### config.mk
export PLATFORM = sky130hd
export DESIGN_NAME = page_commit_buffer
export DESIGN_NICKNAME = d
export VERILOG_FILES = /design/src/rtl/pcb_pkg.sv /design/src/rtl/pcb_page_latch.sv /design/src/rtl/pcb_timer.sv /design/src/rtl/pcb_store.sv /design/src/rtl/page_commit_buffer.sv
export SDC_FILE = /design/constraint.sdc
export NUM_CORES = 2
export LEC_CHECK = 0
export CAP_MARGIN = 10
export CORE_ASPECT_RATIO = 1.2
export CORE_UTILIZATION = 49
export DETAILED_ROUTE_END_ITERATION = 10
export SLEW_MARGIN = 20
export SYNTH_ARGS = -nofsm -noshare
export SYNTH_HDL_FRONTEND = slang
export SYNTH_SLANG_ARGS = --single-unit
### constraint.sdc
create_clock -name clk -period 6.35 [get_ports clk]
set_input_delay 1.27 -clock clk [delete_from_list [all_inputs] [get_ports clk]]
set_output_delay 1.27 -clock clk [all_outputs]
set_load 0.01 [all_outputs]
### src/rtl/pcb_pkg.sv
package pcb_pkg;
    typedef enum logic [2:0] {
        ST_IDLE    = 3'd0,
        ST_ADDR    = 3'd1,
        ST_COLLECT = 3'd2,
        ST_COMMIT  = 3'd3,
        ST_BUSY    = 3'd4
    } pcb_state_e;
endpackage

### src/rtl/pcb_page_latch.sv
// Page latch: one data register and one written flag per slot.
module pcb_page_latch #(
    parameter int DATA_W     = 8,
    parameter int PAGE_BYTES = 4,
    localparam int SLOT_W    = $clog2(PAGE_BYTES)
) (
    input  logic                               clk,
    input  logic                               rst_n,
    input  logic                               clear,
    input  logic                               wr_en,
    input  logic [SLOT_W-1:0]                  wr_slot,
    input  logic [DATA_W-1:0]                  wr_data,
    output logic [PAGE_BYTES-1:0][DATA_W-1:0]  slot_data,
    output logic [PAGE_BYTES-1:0]              slot_valid
);
    for (genvar s = 0; s < PAGE_BYTES; s++) begin : g_slot
        logic hit;
        assign hit = wr_en && (wr_slot == SLOT_W'(s));

        always_ff @(posedge clk or negedge rst_n) begin
            if (!rst_n) begin
                slot_data[s]  <= '0;
                slot_valid[s] <= 1'b0;
            end else if (clear) begin
                slot_valid[s] <= 1'b0;
            end else if (hit) begin
                slot_data[s]  <= wr_data;
                slot_valid[s] <= 1'b1;
            end
        end
    end
endmodule

### src/rtl/pcb_timer.sv
// Down-counter standing in for the self-timed programming interval.
module pcb_timer #(
    parameter int WR_CYCLES = 40,
    localparam int CNT_W    = $clog2(WR_CYCLES + 1)
) (
    input  logic clk,
    input  logic rst_n,
    input  logic load,
    input  logic run,
    output logic done
);
    logic [CNT_W-1:0] cnt_q;

    always_ff @(posedge clk or negedge rst_n) begin
        if (!rst_n) begin
            cnt_q <= '0;
        end else if (load) begin
            cnt_q <= CNT_W'(WR_CYCLES - 1);
        end else if (run && (cnt_q != '0)) begin
            cnt_q <= cnt_q - 1'b1;
        end
    end

    assign done = (cnt_q == '0);
endmodule

### src/rtl/pcb_store.sv
// Byte store with one write port and one combinational read port.
module pcb_store #(
    parameter int ADDR_W  = 8,
    parameter int DATA_W  = 8,
    localparam int DEPTH  = 1 << ADDR_W
) (
    input  logic              clk,
    input  logic              rst_n,
    input  logic              we,
    input  logic [ADDR_W-1:0] waddr,
    input  logic [DATA_W-1:0] wdata,
    input  logic [ADDR_W-1:0] raddr,
    output logic [DATA_W-1:0] rdata
);
    logic [DATA_W-1:0] cells [DEPTH];

    always_ff @(posedge clk or negedge rst_n) begin
        if (!rst_n) begin
            for (int i = 0; i < DEPTH; i++) begin
                cells[i] <= '0;
            end
        end else if (we) begin
            cells[waddr] <= wdata;
        end
    end

    assign rdata = cells[raddr];
endmodule

### src/rtl/page_commit_buffer.sv
// Collects one write transaction in a page latch, commits flagged slots at
// stop, then holds busy for WR_CYCLES clocks.
// WR_CYCLES must be at least PAGE_BYTES; PAGE_BYTES a power of two >= 2.
module page_commit_buffer
    import pcb_pkg::*;
#(
    parameter int ADDR_W     = 8,
    parameter int DATA_W     = 8,
    parameter int PAGE_BYTES = 4,
    parameter int WR_CYCLES  = 40
) (
    input  logic              clk,
    input  logic              rst_n,
    input  logic              addr_load,
    input  logic [ADDR_W-1:0] addr_in,
    input  logic              byte_stb,
    input  logic [DATA_W-1:0] byte_in,
    input  logic              stop_evt,
    input  logic [ADDR_W-1:0] rd_addr,
    output logic              busy,
    output logic [ADDR_W-1:0] word_addr,
    output logic [DATA_W-1:0] rd_data
);
    localparam int SLOT_W = $clog2(PAGE_BYTES);
    localparam int PAGE_W = ADDR_W - SLOT_W;

    pcb_state_e state_q, state_d;

    logic [ADDR_W-1:0]              ptr_q;
    logic [SLOT_W-1:0]              commit_idx_q;
    logic [PAGE_BYTES-1:0][DATA_W-1:0] slot_data;
    logic [PAGE_BYTES-1:0]          slot_valid;
    logic                           timer_done;
    logic                           last_slot;

    logic acc_addr, acc_byte, go_commit, timer_run, mem_we;

    logic [SLOT_W-1:0] ptr_lo;
    logic [PAGE_W-1:0] ptr_hi;
    assign ptr_lo    = ptr_q[SLOT_W-1:0];
    assign ptr_hi    = ptr_q[ADDR_W-1:SLOT_W];
    assign last_slot = (commit_idx_q == SLOT_W'(PAGE_BYTES - 1));

    // State register
    always_ff @(posedge clk or negedge rst_n) begin
        if (!rst_n) begin
            state_q <= ST_IDLE;
        end else begin
            state_q <= state_d;
        end
    end

    // Next-state logic; priority stop > address load > byte strobe
    always_comb begin
        state_d = state_q;
        unique case (state_q)
            ST_IDLE: begin
                if (!stop_evt && addr_load) state_d = ST_ADDR;
            end
            ST_ADDR: begin
                if (stop_evt)       state_d = ST_IDLE;
                else if (addr_load) state_d = ST_ADDR;
                else if (byte_stb)  state_d = ST_COLLECT;
            end
            ST_COLLECT: begin
                if (stop_evt)       state_d = ST_COMMIT;
                else if (addr_load) state_d = ST_ADDR;
            end
            ST_COMMIT: begin
                if (last_slot) state_d = timer_done ? ST_IDLE : ST_BUSY;
            end
            ST_BUSY: begin
                if (timer_done) state_d = ST_IDLE;
            end
            default: state_d = ST_IDLE;
        endcase
    end

    // Output / control decode
    always_comb begin
        acc_addr  = 1'b0;
        acc_byte  = 1'b0;
        go_commit = 1'b0;
        timer_run = 1'b0;
        mem_we    = 1'b0;
        busy      = 1'b0;
        unique case (state_q)
            ST_IDLE: begin
                acc_addr = addr_load && !stop_evt;
            end
            ST_ADDR, ST_COLLECT: begin
                acc_addr  = addr_load && !stop_evt;
                acc_byte  = byte_stb && !addr_load && !stop_evt;
                go_commit = stop_evt && (state_q == ST_COLLECT);
            end
            ST_COMMIT: begin
                busy      = 1'b1;
                timer_run = 1'b1;
                mem_we    = slot_valid[commit_idx_q];
            end
            ST_BUSY: begin
                busy      = 1'b1;
                timer_run = 1'b1;
            end
            default: begin
                busy = 1'b0;
            end
        endcase
    end

    // Shared word-address counter: page base fixed, low bits wrap
    always_ff @(posedge clk or negedge rst_n) begin
        if (!rst_n) begin
            ptr_q <= '0;
        end else if (acc_addr) begin
            ptr_q <= addr_in;
        end else if (acc_byte) begin
            ptr_q <= {ptr_hi, ptr_lo + 1'b1};
        end else if (go_commit) begin
            ptr_q <= {ptr_hi, ptr_lo - 1'b1};
        end
    end

    // Commit slot walker
    always_ff @(posedge clk or negedge rst_n) begin
        if (!rst_n) begin
            commit_idx_q <= '0;
        end else if (go_commit) begin
            commit_idx_q <= '0;
        end else if (state_q == ST_COMMIT) begin
            commit_idx_q <= commit_idx_q + 1'b1;
        end
    end

    assign word_addr = ptr_q;

    pcb_page_latch #(
        .DATA_W     (DATA_W),
        .PAGE_BYTES (PAGE_BYTES)
    ) u_latch (
        .clk        (clk),
        .rst_n      (rst_n),
        .clear      (acc_addr),
        .wr_en      (acc_byte),
        .wr_slot    (ptr_lo),
        .wr_data    (byte_in),
        .slot_data  (slot_data),
        .slot_valid (slot_valid)
    );

    pcb_timer #(
        .WR_CYCLES (WR_CYCLES)
    ) u_timer (
        .clk   (clk),
        .rst_n (rst_n),
        .load  (go_commit),
        .run   (timer_run),
        .done  (timer_done)
    );

    pcb_store #(
        .ADDR_W (ADDR_W),
        .DATA_W (DATA_W)
    ) u_store (
        .clk   (clk),
        .rst_n (rst_n),
        .we    (mem_we),
        .waddr ({ptr_hi, commit_idx_q}),
        .wdata (slot_data[commit_idx_q]),
        .raddr (rd_addr),
        .rdata (rd_data)
    );
endmodule

==> results.json <==
{
  "status": "complete, no violations",
  "grt_pass1_wl_um": 398300,
  "synth-seq-cells": 2103,
  "post_cts_buffers": 0,
  "gr-usage-met2": 0.4179,
  "rows": 180,
  "whs_ns": 0.4247,
  "synth.area.top_cells": "dfrtp_1 (53%), mux2_2 (18%), mux4_2 (10%)",
  "synth_cells": 6226,
  "synth_top_area_cell": "dfrtp_1",
  "fin_area_um2": 109900,
  "synthFlopType": "dfrtp_1",
  "layout_setup_ws_ns": 0.1413,
  "overflow": 0,
  "crit_slowest_cell": "nor4_1",
  "clock_latency_ns": 0.87,
  "final_layout_size_suffix_gt1_frac": 0.5118,
  "slew_viol_final": 0,
  "core_um2": 200200,
  "avgSynthCellArea_um2": 15.83,
  "via_count": 54910,
  "num-fill-cells": 15970,
  "drc": 0,
  "cts_root_buf": "clkbuf_16",
  "synth_fp_nets": 6265,
  "mappedNetlistArea_um2": 98580,
  "busiest_layer": "met2",
  "die_w_um": 411.5,
  "die_y_um": 493.3,
  "dp_slack_ns": -0.2358,
  "fin_nets": 6296,
  "cts_resized": 7,
  "final_cell_mix": "dfrtp_1 (2103), mux2_2 (1602), mux4_2 (446)",
  "use_met3": 0.03604,
  "cpMostUsedCell": "buf_4",
  "ios": 46,
  "via_per_inst": 6.050,
  "p_leak_nw": 51.99,
  "critPathRequiredTime_ns": 5.08,
  "critPathArrivalTime_ns": 4.94,
  "antenna_found_initial": 5,
  "rsz0062_at_grt": "no",
  "wl_per_cell_um": 28.75,
  "setup_viol": 0,
  "multi_input_area_um2": 43720,
  "slew_headroom": 0.1860,
  "clkSinkCount": 2103,
  "grt_usage": 0.2621,
  "numCtsBuffers": 212,
  "grt_max_degree": 190,
  "htree_levels": 4,
  "drv_cap": 0,
  "ys_warn_count": 0,
  "yosysTopAreaCellShare": 0.5338,
  "hold_viol": 0,
  "cp_cell_sequence": "clkdlybuf4s50_1, nor2_1, buf_4, o31ai_1, a221oi_1, a41oi_1, nor4_1, buf_4, nor4_2, buf_4, clkdlybuf4s50_1",
  "critical_path_class": "in2out",
  "crit_path_start_kind": "input port",
  "cts_tree": "done",
  "power.density_nw_per_um2": 301.1,
  "hpwl_um": 165700,
  "cpPeakStageDelay_ns": 0.68,
  "clk_pin_slew_worst_paths_ns": 0.06,
  "io_buffers": 45,
  "dpl_cell_area_um2": 102600,
  "drt-pass1-iter-count": 7,
  "layout.cells.non_filler": 9077,
  "syn_to_final_growth_pct": 11.51,
  "first_global_vias": 58770,
  "start_util": 0.4924,
  "worst_slew_pin_slew_ns": 1.221,
  "gp_congestion": 0.8158,
  "finalCritPeriodShare": 0.9777,
  "clock_skew_ns": 0.05726,
  "max_freq_ghz": 0.1611,
  "dpl.cell_count": 8682,
  "synth_edf_count": 0,
  "period_minus_slack_ns": 6.209,
  "postRouteAntennaNets": 0,
  "clk_path_buf_depth": 3,
  "drtIter0Drc": 3514,
  "min_path_type": "in2async",
  "die_area_um2": 203000,
  "synthDistinctLibCells": 62,
  "final_common_cell": "dfrtp_1",
  "cts.hold.buffers_added": 0,
  "async_flop_share": 1.000,
  "crit_fanout": 10,
  "drt_wl_total_um": 261000,
  "seqCellArea_um2": 52630,
  "ys_seq_area_frac": 0.5338,
  "crit_path_end_kind": "output pin",
  "gr-usage-met1": 0.3787,
  "peakVddDrop_mv": 0.5840,
  "post-route-util": 0.5491
}
## area by class of cell
type,instances,share of cell area
sequential,2103,0.4787
multi-input combinational,3633,0.3977
inverter,12,0.0004097
timing repair buffer,295,0.02644
tap,2639,0.03004
antenna,2,0.00004553
clock inverter,81,0.009515
clock buffer,312,0.05715
## routing by layer
| metal | wire length, um | part of all wire |
|---|---|---|
| met5 | 0 | 0 |
| met4 | 6122 | 0.023 |
| met3 | 10230 | 0.039 |
| met2 | 125900 | 0.48 |
| met1 | 118800 | 0.46 |
## synthesized netlist by cell type, types with 10 or more instances
| cell | instances |
|---|---|
| a211oi_1 | 16 |
| a21oi_1 | 127 |
| a22oi_1 | 187 |
| a31oi_1 | 11 |
| buf_1 | 28 |
| buf_2 | 51 |
| buf_4 | 34 |
| buf_6 | 40 |
| clkbuf_1 | 321 |
| dfrtp_1 | 2103 |
| ha_1 | 10 |
| inv_1 | 10 |
| mux2_1 | 172 |
| mux2_2 | 1602 |
| mux2_4 | 320 |
| mux2i_1 | 112 |
| mux4_2 | 454 |
| nand2_1 | 55 |
| nand2_4 | 12 |
| nand3_1 | 23 |
| nor2_1 | 21 |
| nor2_2 | 96 |
| nor2_4 | 120 |
| nor2_8 | 40 |
| nor2b_1 | 14 |
| nor3_1 | 17 |
| nor4_1 | 23 |
| o21ai_0 | 39 |
| o221ai_1 | 29 |
| o22ai_1 | 29 |
## power breakdown
group | total, mW | internal, mW | switching, mW
registers | 13.7 | 13.6 | 0.157
logic | 6.24 | 1.08 | 5.16
clock network | 13.1 | 7.63 | 5.51
## worst paths after layout
path	slack, ns	cells past startpoint	to	start
max in group asynchronous	4.32	2	u_store.cells[1066]$_DFFE_PN0P_	rst_n
min	0.42	1	u_store.cells[1663]$_DFFE_PN0P_	rst_n
max reg2reg	2.66	8	u_store.cells[1551]$_DFFE_PN0P_	commit_idx_q[1]$_DFFE_PN0P_
min reg2reg	0.48	2	u_latch.slot_valid[3]$_DFFE_PN0P_	u_latch.slot_valid[3]$_DFFE_PN0P_
min in group clk	0.48	2	u_latch.slot_valid[3]$_DFFE_PN0P_	u_latch.slot_valid[3]$_DFFE_PN0P_
max	0.14	11	rd_data[5]	rd_addr[6]
## sequential cells by signal, indices dropped and copies added, names as in the netlist
name and count:
state_q 3, u_timer.cnt_q 6, word_addr 8, u_latch.slot_data 32, commit_idx_q 2, u_latch.slot_valid 4, u_store.cells 2048
## cells by family (layout without fill, tap and decap cells)
group / after synthesis / after routing / synth area share
buf+inv: 490 / 700 / 0.02431
simple gates: 476 / 476 / 0.04087
xor+xnor: 7 / 7 / 0.0006219
fa+ha+maj: 10 / 10 / 0.001269
other cells: 0 / 2 / 0
compound gates: 480 / 480 / 0.03261
mux: 2660 / 2660 / 0.3665
flops: 2103 / 2103 / 0.5338
## critical path: cells and delay by family
| family | cells | cell delay [ns] |
|---|---|---|
| AO/OA/AOI/OAI | 3 | 0.67 |
| AND/OR/NAND/NOR | 3 | 1.25 |
| buffers and inverters | 5 | 1.74 |
## metrics by stage
step           setup TNS (ns)  total power [mW]
2_1_floorplan               0             17.43
3_5_place_dp          -0.5139             20.18
4_1_cts                     0             33.39
3_3_place_gp           -1.575             20.04
6_report                    0             33.10
5_1_grt                     0             34.29
Power figures use the tool's default switching activity.
